<file path="config.mk">
export PLATFORM = sky130hd
export DESIGN_NAME = rtc_shadow_ctrl
export DESIGN_NICKNAME = d
export VERILOG_FILES = /design/src/rtl/rtc_shadow_pkg.sv /design/src/rtl/rtc_shadow_ctl.sv /design/src/rtl/rtc_shadow_store.sv /design/src/rtl/rtc_shadow_rdmux.sv /design/src/rtl/rtc_shadow_ctrl.sv
export SDC_FILE = /design/constraint.sdc
export NUM_CORES = 1
export LEC_CHECK = 0
export BUFFER_PORTS_ARGS = -buffer_cell sky130_fd_sc_hd__buf_2
export CORE_AREA = 4 4 117 119
export CTS_CLUSTER_SIZE = 25
export DETAILED_ROUTE_END_ITERATION = 6
export DIE_AREA = 0 0 121 123
export GPL_ROUTABILITY_DRIVEN = 0
export HOLD_SLACK_MARGIN = 0.06
export PLACE_DENSITY = 0.84
export SYNTH_ARGS = -nofsm -noshare
export SYNTH_HDL_FRONTEND = slang
export SYNTH_HIERARCHICAL = 1
export SYNTH_SLANG_ARGS = --single-unit
</file>
<file path="constraint.sdc">
create_clock -name clk -period 2.4 [get_ports clk]
set_clock_uncertainty 0.2 [all_clocks]
set_input_delay 0.12 -clock clk [delete_from_list [all_inputs] [get_ports clk]]
set_output_delay 0.12 -clock clk [all_outputs]
set_load 0.01 [all_outputs]
</file>
<file path="src/rtl/rtc_shadow_pkg.sv">
package rtc_shadow_pkg;
  localparam int BYTE_W         = 8;
  localparam int CTRL_HOLD_BIT  = 7;
  localparam int CTRL_FRZ_BIT   = 6;
  localparam int CTRL_FAULT_BIT = 4;

  // number of bus bytes needed to hold a field of w bits
  function automatic int bytes_for(input int w);
    return (w + BYTE_W - 1) / BYTE_W;
  endfunction

  // bits of one lane that fall inside a field of the given width
  function automatic logic [BYTE_W-1:0] lane_mask(input int bit_lo, input int width);
    logic [BYTE_W-1:0] m;
    for (int b = 0; b < BYTE_W; b++) m[b] = ((bit_lo + b) < width);
    return m;
  endfunction
endpackage

</file>
<file path="src/rtl/rtc_shadow_ctl.sv">
module rtc_shadow_ctl (
  input  logic clk,
  input  logic rst,
  input  logic ctrl_wr,
  input  logic wr_hold_bit,
  input  logic wr_frz_bit,
  input  logic wr_fault_bit,
  input  logic rtc_tick,
  input  logic cnt_err,
  output logic hold_o,
  output logic frz_o,
  output logic busy_o,
  output logic fault_o,
  output logic fire_o,
  output logic load_o
);
  logic hold_q, frz_q, pend_q, fault_q, busy_q;
  logic hold_n, frz_n, pend_n, fault_n;

  // commit fires on a tick once hold has been released
  assign fire_o = pend_q && rtc_tick && !hold_q;
  // tracking reload only when nothing freezes the shadow
  assign load_o = rtc_tick && !frz_q && !hold_q && !pend_q;

  always_comb begin
    hold_n  = hold_q;
    frz_n   = frz_q;
    pend_n  = pend_q;
    fault_n = fault_q;
    if (fire_o) pend_n = 1'b0;
    if (ctrl_wr) begin
      hold_n = wr_hold_bit;
      frz_n  = wr_frz_bit;
      if (hold_q && !wr_hold_bit) pend_n = 1'b1;
      if (!wr_fault_bit) fault_n = 1'b0;
    end
    if (cnt_err) fault_n = 1'b1;
  end

  always_ff @(posedge clk) begin
    if (rst) begin
      hold_q  <= 1'b0;
      frz_q   <= 1'b0;
      pend_q  <= 1'b0;
      fault_q <= 1'b0;
      busy_q  <= 1'b0;
    end else begin
      hold_q  <= hold_n;
      frz_q   <= frz_n;
      pend_q  <= pend_n;
      fault_q <= fault_n;
      busy_q  <= hold_n | pend_n;
    end
  end

  assign hold_o  = hold_q;
  assign frz_o   = frz_q;
  assign busy_o  = busy_q;
  assign fault_o = fault_q;
endmodule

</file>
<file path="src/rtl/rtc_shadow_store.sv">
module rtc_shadow_store
  import rtc_shadow_pkg::*;
#(
  parameter int CNT_W  = 32,
  parameter int P_W    = 17,
  parameter int Q_W    = 2,
  parameter int ADDR_W = 4,
  localparam int CNT_B  = bytes_for(CNT_W),
  localparam int P_B    = bytes_for(P_W),
  localparam int Q_B    = bytes_for(Q_W),
  localparam int NBYTES = CNT_B + P_B + Q_B,
  localparam int FV_W   = NBYTES * BYTE_W
) (
  input  logic              clk,
  input  logic              rst,
  input  logic              load_en,
  input  logic              hold,
  input  logic              field_wr,
  input  logic [ADDR_W-1:0] field_idx,
  input  logic [BYTE_W-1:0] wdata,
  input  logic [CNT_W-1:0]  live_cnt,
  input  logic [P_W-1:0]    live_p,
  input  logic [Q_W-1:0]    live_q,
  output logic [FV_W-1:0]   shadow_vec
);
  localparam int P_OFF = CNT_B * BYTE_W;
  localparam int Q_OFF = (CNT_B + P_B) * BYTE_W;

  logic [FV_W-1:0] live_vec;

  always_comb begin
    live_vec = '0;
    live_vec[0 +: CNT_W]   = live_cnt;
    live_vec[P_OFF +: P_W] = live_p;
    live_vec[Q_OFF +: Q_W] = live_q;
  end

  for (genvar i = 0; i < NBYTES; i++) begin : g_lane
    localparam int BASE = (i < CNT_B) ? 0 : ((i < CNT_B + P_B) ? CNT_B : CNT_B + P_B);
    localparam int FW   = (i < CNT_B) ? CNT_W : ((i < CNT_B + P_B) ? P_W : Q_W);
    localparam logic [BYTE_W-1:0] MSK = lane_mask((i - BASE) * BYTE_W, FW);
    logic [BYTE_W-1:0] lane_q;
    logic              sel;

    assign sel = field_wr && hold && (field_idx == ADDR_W'(i));

    always_ff @(posedge clk) begin
      if (rst)          lane_q <= '0;
      else if (load_en) lane_q <= live_vec[i*BYTE_W +: BYTE_W] & MSK;
      else if (sel)     lane_q <= wdata & MSK;
    end

    assign shadow_vec[i*BYTE_W +: BYTE_W] = lane_q;
  end
endmodule

</file>
<file path="src/rtl/rtc_shadow_rdmux.sv">
module rtc_shadow_rdmux
  import rtc_shadow_pkg::*;
#(
  parameter int ADDR_W = 4,
  parameter int NBYTES = 8,
  localparam int FV_W  = NBYTES * BYTE_W
) (
  input  logic              clk,
  input  logic              rst,
  input  logic              rd_en,
  input  logic [ADDR_W-1:0] addr,
  input  logic [BYTE_W-1:0] ctrl_byte,
  input  logic [FV_W-1:0]   shadow_vec,
  output logic [BYTE_W-1:0] rdata
);
  logic [BYTE_W-1:0] sel_byte;
  logic [BYTE_W-1:0] rdata_q;

  always_comb begin
    sel_byte = '0;
    if (addr == '0) sel_byte = ctrl_byte;
    for (int i = 0; i < NBYTES; i++) begin
      if (addr == ADDR_W'(i + 1)) sel_byte = shadow_vec[i*BYTE_W +: BYTE_W];
    end
  end

  always_ff @(posedge clk) begin
    if (rst)        rdata_q <= '0;
    else if (rd_en) rdata_q <= sel_byte;
  end

  assign rdata = rdata_q;
endmodule

</file>
<file path="src/rtl/rtc_shadow_ctrl.sv">
module rtc_shadow_ctrl
  import rtc_shadow_pkg::*;
#(
  parameter int CNT_W  = 32,
  parameter int P_W    = 17,
  parameter int Q_W    = 2,
  parameter int ADDR_W = 4
) (
  input  logic              clk,
  input  logic              rst,
  input  logic              wr_en,
  input  logic              rd_en,
  input  logic [ADDR_W-1:0] addr,
  input  logic [7:0]        wdata,
  output logic [7:0]        rdata,
  input  logic [CNT_W-1:0]  live_cnt,
  input  logic [P_W-1:0]    live_p,
  input  logic [Q_W-1:0]    live_q,
  input  logic              rtc_tick,
  input  logic              cnt_err,
  output logic              commit_o,
  output logic [CNT_W-1:0]  commit_cnt_o,
  output logic [P_W-1:0]    commit_p_o,
  output logic [Q_W-1:0]    commit_q_o,
  output logic              rd_frozen_o,
  output logic              wr_busy_o,
  output logic              fault_o
);
  localparam int CNT_B  = bytes_for(CNT_W);
  localparam int P_B    = bytes_for(P_W);
  localparam int NBYTES = CNT_B + P_B + bytes_for(Q_W);
  localparam int FV_W   = NBYTES * BYTE_W;
  localparam int P_OFF  = CNT_B * BYTE_W;
  localparam int Q_OFF  = (CNT_B + P_B) * BYTE_W;
  localparam logic [ADDR_W-1:0] LAST_ADDR = ADDR_W'(NBYTES);

  logic              ctrl_wr, field_wr;
  logic [ADDR_W-1:0] field_idx;
  logic              hold_w, frz_w, busy_w, fault_w, fire_w, load_w;
  logic [FV_W-1:0]   shadow_vec;
  logic [7:0]        ctrl_byte;

  assign ctrl_wr   = wr_en && (addr == '0);
  assign field_wr  = wr_en && (addr != '0) && (addr <= LAST_ADDR);
  assign field_idx = addr - ADDR_W'(1);

  rtc_shadow_ctl ctl_i (
    .clk          (clk),
    .rst          (rst),
    .ctrl_wr      (ctrl_wr),
    .wr_hold_bit  (wdata[CTRL_HOLD_BIT]),
    .wr_frz_bit   (wdata[CTRL_FRZ_BIT]),
    .wr_fault_bit (wdata[CTRL_FAULT_BIT]),
    .rtc_tick     (rtc_tick),
    .cnt_err      (cnt_err),
    .hold_o       (hold_w),
    .frz_o        (frz_w),
    .busy_o       (busy_w),
    .fault_o      (fault_w),
    .fire_o       (fire_w),
    .load_o       (load_w)
  );

  rtc_shadow_store #(
    .CNT_W (CNT_W),
    .P_W   (P_W),
    .Q_W   (Q_W),
    .ADDR_W(ADDR_W)
  ) store_i (
    .clk       (clk),
    .rst       (rst),
    .load_en   (load_w),
    .hold      (hold_w),
    .field_wr  (field_wr),
    .field_idx (field_idx),
    .wdata     (wdata),
    .live_cnt  (live_cnt),
    .live_p    (live_p),
    .live_q    (live_q),
    .shadow_vec(shadow_vec)
  );

  always_comb begin
    ctrl_byte                 = '0;
    ctrl_byte[CTRL_HOLD_BIT]  = busy_w;
    ctrl_byte[CTRL_FRZ_BIT]   = frz_w;
    ctrl_byte[CTRL_FAULT_BIT] = fault_w;
  end

  rtc_shadow_rdmux #(
    .ADDR_W(ADDR_W),
    .NBYTES(NBYTES)
  ) rdmux_i (
    .clk       (clk),
    .rst       (rst),
    .rd_en     (rd_en),
    .addr      (addr),
    .ctrl_byte (ctrl_byte),
    .shadow_vec(shadow_vec),
    .rdata     (rdata)
  );

  logic             commit_q;
  logic [CNT_W-1:0] commit_cnt_q;
  logic [P_W-1:0]   commit_p_q;
  logic [Q_W-1:0]   commit_qw_q;

  always_ff @(posedge clk) begin
    if (rst) begin
      commit_q     <= 1'b0;
      commit_cnt_q <= '0;
      commit_p_q   <= '0;
      commit_qw_q  <= '0;
    end else begin
      commit_q <= fire_w;
      if (fire_w) begin
        commit_cnt_q <= shadow_vec[0 +: CNT_W];
        commit_p_q   <= shadow_vec[P_OFF +: P_W];
        commit_qw_q  <= shadow_vec[Q_OFF +: Q_W];
      end
    end
  end

  assign commit_o     = commit_q;
  assign commit_cnt_o = commit_cnt_q;
  assign commit_p_o   = commit_p_q;
  assign commit_q_o   = commit_qw_q;
  assign rd_frozen_o  = frz_w;
  assign wr_busy_o    = busy_w;
  assign fault_o      = fault_w;
endmodule

</file>
# ---- Yosys cells after proc, flatten, opt, wreduce, memory -nomap -nowiden
# Cells that the tools add are included.
dict set report classes {
  div_mod_pow 0
  n_bitwise 1
  add_sub_neg 1
  multipliers 0
  n_reduce_logical 35
  shift 0
  mux 32
  eq_ne 16
  order_cmp 1
}
# cell n
set op_table {}
lappend op_table {{two-way mux 8 bit} 21}
lappend op_table {{equality test 4 x 3 -> 1 bit, second input constant} 8}
lappend op_table {{logical AND 1 bit} 18}
lappend op_table {{nonzero test 2 bit} 9}
lappend op_table {{equality test 4 x 2 -> 1 bit, second input constant} 4}
lappend op_table {{two-way mux 1 bit} 9}
lappend op_table {{equality test 4 x 1 -> 1 bit, second input constant} 2}
lappend op_table {{zero test 4 bit} 2}
lappend op_table {{equality test 4 bit, second input constant} 1}
lappend op_table {{less-or-equal comparator 4 bit, second input constant} 1}
lappend op_table {{zero test 1 bit} 4}
lappend op_table {{two-way mux 2 bit} 2}
lappend op_table {{nonzero test 4 bit} 1}
lappend op_table {{subtractor 4 x 1 -> 4 bit, second input constant} 1}
lappend op_table {{inequality test 2 x 1 -> 1 bit, second input constant} 1}
lappend op_table {{AND reduction 2 bit} 1}
lappend op_table {{bitwise OR 1 bit} 1}
dict set report totals {
  latchBits 0
  ff_bits 116
  mem_bits_rw 0
  mem_bits_ro 0
  n_memories 0
}

# ---- Logic depth before layout (Yosys ltp)
dict set report depth {
  depth_word 10
  ltp_mapped 10
}

# ---- Cells and area by module
# The synthesis kept the hierarchy.
# module seq_area_each_um2 cells_each n_inst area_each_um2
set modules_own_cells {}
lappend modules_own_cells {rtc_shadow_store 1021.0 335 1 3088.0}
lappend modules_own_cells {rtc_shadow_ctrl 1041.0 179 1 1940.6}
lappend modules_own_cells {rtc_shadow_rdmux 160.2 140 1 1024.7}
lappend modules_own_cells {rtc_shadow_ctl 100.1 23 1 206.4}

# ---- Worst setup path after synthesis
# OpenSTA, ideal clock, no wires.
dict set report synth_timing {
  path_type {input to register}
  start {input addr[0]}
  end {register store_i.g_lane[5].lane_q[7]}
  path_buffers 2
  setup_time_ns 0.095
  t_arrival_ns 1.599
  setup_slack_ns 0.506
  cell_stages 10
  cell_sequence {inv_1 ha_1 nor2b_1 xnor2_1 and2_1 and3_1 buf_4 buf_2 a21oi_1 a221oi_1}
}
dict set report synth_via {
  elab_chain_cells 6
  elab_cells_between_ends 9
}
# element line_no
set synth_rtl {}
lappend synth_rtl {{from (decl)} rtc_shadow_ctrl.sv:13} ;# input logic [ADDR_W-1:0] addr,
lappend synth_rtl {{branches (longest 2 deep; another with less-or-equal comparator 4 bit)} --}
lappend synth_rtl {{logical AND 1 bit *} rtc_shadow_ctrl.sv:44} ;# assign field_wr = wr_en && (addr != '0) && (addr <= LAST_ADDR);
lappend synth_rtl {{named net field_wr} rtc_shadow_ctrl.sv:37} ;# logic ctrl_wr, field_wr;
lappend synth_rtl {{logical AND 1 bit * (2 in a row)} rtc_shadow_store.sv:45} ;# assign sel = field_wr && hold && (field_idx == ADDR_W'(i));
lappend synth_rtl {{nonzero test 2 bit (no line) *} --}
lappend synth_rtl {{to (signal assigned)} rtc_shadow_store.sv:49} ;# else if (load_en) lane_q <= live_vec[i*BYTE_W +: BYTE_W] & MSK;
lappend synth_rtl {{to (signal assigned)} rtc_shadow_store.sv:50} ;# else if (sel) lane_q <= wdata & MSK;
lappend synth_rtl {{to (decl)} rtc_shadow_store.sv:42} ;# logic [BYTE_W-1:0] lane_q;
# Mark *: on every way through the listed nets, which the timed path passes.
# A chain may end at the register's enable or synchronous reset.

# ---- Worst setup path in the final report
dict set report layout_timing {
  start {input addr[0]}
  end {register ctl_i.fault_q (netlist: ctl_i/fault_o)}
}
dict set report layout_via {
  elab_chain_cells 4
}
# element line_no
set layout_rtl {}
lappend layout_rtl {{zero test 4 bit} rtc_shadow_ctrl.sv:43} ;# assign ctrl_wr = wr_en && (addr == '0);
lappend layout_rtl {{logical AND 1 bit} rtc_shadow_ctrl.sv:43}
lappend layout_rtl {{named net ctrl_wr} rtc_shadow_ctrl.sv:37}
lappend layout_rtl {{nonzero test 2 bit (no line)} --}
lappend layout_rtl {{AND reduction 2 bit (no line)} --}
lappend layout_rtl {{to (signal assigned)} rtc_shadow_ctl.sv:51} ;# fault_q <= fault_n;
lappend layout_rtl {{to (decl)} rtc_shadow_ctl.sv:17} ;# logic hold_q, frz_q, pend_q, fault_q, busy_q;
# The timed path passes the listed nets, and every way through them passes these cells.

==> results.json <==
{
  "status": "finished with violations",
  "violations": "DRC",
  "synth_warnings": 6,
  "synth_area_um2": 6260,
  "dieWidth_um": 121,
  "hold_path_class": "in -> reg",
  "vias": 5984,
  "slew_violations": 0,
  "cp_cell_sequence": "buf_2 -> inv_2 -> ha_2 -> nor2b_2 -> and3b_2 -> nand2b_1 -> a21oi_1 -> dlygate4sd3_1 -> nor2_1 -> dlygate4sd3_1",
  "place_area_um2": 6912,
  "tritoncts": "yes",
  "grt_pass1_vias": 5912,
  "cp-end-kind": "flip-flop",
  "startpoint": "addr[0]",
  "rows": 41,
  "grt_max_degree": 103,
  "num_io_pins": 132,
  "top_layer": "met4",
  "drtIter0Drc": 669,
  "clock_latency_ns": 0.41,
  "n_antenna_cell": 0,
  "crit_path_frequent_cell": "dlygate4sd3_1",
  "worst-path-buf-inv": 4,
  "cp_max_fo": 5,
  "grt_first_pass_wirelength_mm": 30.99,
  "slowest_delay_ns": 0.58,
  "async_flop_share_pct": 0,
  "required_ns": 2.49,
  "n_fill_cell": 975,
  "place.port_buffers": 131,
  "drv_cap": 0,
  "ir_drop_mv": 0.4557,
  "final_area_um2": 8227,
  "holdCritStartpoint": "wr_en",
  "clock-sinks": 116,
  "nets": 922,
  "ys.flop_type": "dfxtp_1",
  "h-tree-depth": 4,
  "arrival_ns": 2.38,
  "die_h_um": 123,
  "power.density_nw_per_um2": 668.4,
  "cts_buffers": 17,
  "cp_top_family": "buffers and inverters",
  "hold_viol_final": 0,
  "wl_met1_mm": 7.640,
  "max_freq_mhz": 437.7,
  "synth_cell_type_count": 49,
  "drc": 16,
  "drive_above_1_share_pct": 26.62,
  "routedWlPerCell_um": 19.18,
  "synth_edf_count": 0,
  "path_clk_slew_ns": 0.05,
  "setup_viol": 0,
  "finalSetupTns_ns": 0,
  "via_per_inst": 5.776,
  "slowest_stage": "dlygate4sd3_1",
  "mostFrequentLayoutCell": "buf_2",
  "avgSynthCellArea_um2": 9.246,
  "drt_first_pass_iters": 7,
  "most-common-layout-cells": "buf_2, dfxtp_1, mux2i_1",
  "grtUsageTotal_pct": 26.90,
  "seq_area_frac_synth_pct": 37.10,
  "min_period_ns": 2.285,
  "initial_core_util_pct": 49.81,
  "antenna_found_initial": 0,
  "areaGrowthSynthToFinish_pct": 31.42,
  "die-area_um2": 14880,
  "tightest_slew_ns": 0.6083,
  "ys_seq_elements": 116,
  "critPathKind": "in -> reg",
  "slew_headroom_pct": 59.36,
  "fin_crit_sh_pct": 95.20,
  "finalWirelength_mm": 19.88,
  "dp_hpwl_mm": 13.29,
  "core_um2": 12570,
  "dr_wl_met3_mm": 1.791,
  "syn_inst": 677,
  "antenna_left": 0,
  "critPathLaunchType": "primary input",
  "timing.rr.start": "ctl_i/hold_o",
  "grt_overflow": 0,
  "dr_wl_met2_mm": 9.699,
  "clk_path_buf_depth": 2,
  "rsz0062_at_grt": "false",
  "root_buffer": "clkbuf_16",
  "leakage_nw": 3.460
}
## cell families after synthesis
logic type                 Yosys count  share of synthesized area (%)
AOI/OAI and AO/OA                  214                          24.27
xor gates and xnor gates             3                         0.4198
adders and majority gates            1                         0.1998
buffers and inverters              134                          11.97
DFF                                116                          37.10
muxes                               76                          12.15
other                                2                         0.1200
and+or+nand+nor                    131                          13.77
## layer usage
layer | up-vias | track usage [%]
met4 | 0 | 10.76
met5 | - | 0
met3 | 66 | 7.045
met1 | 2776 | 32.34
met2 | 360 | 45.99
li1 | 2782 | -
## state kept, by name, summed over array words and instances, names as in the netlist
signal and count:
ctl_i/frz_o 1, rdmux_i/rdata 8, ctl_i/pend_q 1, store_i/g_lane.lane_q 51, commit_o 1, ctl_i/hold_o 1
commit_p_o 17, commit_cnt_o 32, commit_q_o 2, ctl_i/fault_o 1, ctl_i/busy_o 1
## worst min-delay path: stages
cell and delay [ns]:
buf_2 0.10, and3b_2 0.26, mux2i_1 0.09, nor2_1 0.09
## final timing paths
path                                      end  slack, ns  cells after the start
hold reg to reg                 commit_p_o[9]       0.29                      2
hold / removal                    ctl_i/frz_o       0.09                      4
setup / recovery                ctl_i/fault_o       0.12                     10
setup reg to reg  store_i/g_lane[4].lane_q[4]       0.40                      5
## area by class of cell
type	instances	area [um2]	area share [%]
Clock buffer	21	480.5	5.840
Clock inverter	10	152.6	1.856
Inverter	56	210.2	2.555
Multi-Input combinational cell	443	3282	39.89
Sequential cell	116	2322	28.23
Tap cell	172	215.2	2.616
Timing Repair Buffer	218	1564	19.01
## Yosys cell counts, types with 4 or more instances
master    instances  share of area, %
dfxtp_1         116                37
mux2i_1          76                12
nor2_1           70               4.2
inv_1            56               3.4
o21ai_0          47               3.8
a21oi_1          46               3.7
a221oi_1         33               4.6
clkbuf_1         24               1.4
a41oi_1          19               2.7
a221oi_2         18               4.3
buf_4            18               2.2
o21ai_1          17               1.4
nor2b_1          16               1.6
buf_6            12               2.2
buf_2             9              0.72
nor3b_1           8              0.96
nor4b_4           8               3.0
o211ai_1          8              0.96
o21a_1            8              0.96
o22ai_1           8              0.80
a31oi_1           6              0.60
buf_1             5              0.30
buf_8             5               1.2
clkbuf_2          4              0.32
nand3b_1          4              0.48
## per-stage QoR
stage | utilization (%) | power [W] | hold WS, ns | instances | worst slack, ns
after floorplan | - | 0.002544 | -0.01756 | 693 | 0.5055
after global placement | 54.99 | 0.002720 | 0.1366 | 937 | 0.1942
after detailed placement | 54.99 | 0.002733 | 0.1420 | 937 | 0.07814
after CTS | 65.29 | 0.005504 | 0.06332 | 1034 | 0.03702
after global routing | 65.46 | 0.005681 | 0.06693 | 1036 | 0.01957
final | 65.46 | 0.005498 | 0.09098 | 1036 | 0.1153
## report_power, final
| part | total (W) | internal, W | switching [W] |
|---|---|---|---|
| Combinational | 0.000730 | 0.000323 | 0.000407 |
| Clock | 0.00269 | 0.00183 | 0.000860 |
| Sequential | 0.00208 | 0.00200 | 0.0000765 |
| Total | 0.00550 | 0.00415 | 0.00134 |
## timing repair
item / in CTS / in global routing
endpoints found under the hold margin: 88 / 0
hold buffers: 66 / 0
setup buffers: 0 / 2
resized for setup: 0 / 4
setup endpoints to repair: 0 / 1
No activity file was read; power rests on OpenSTA's default activity.
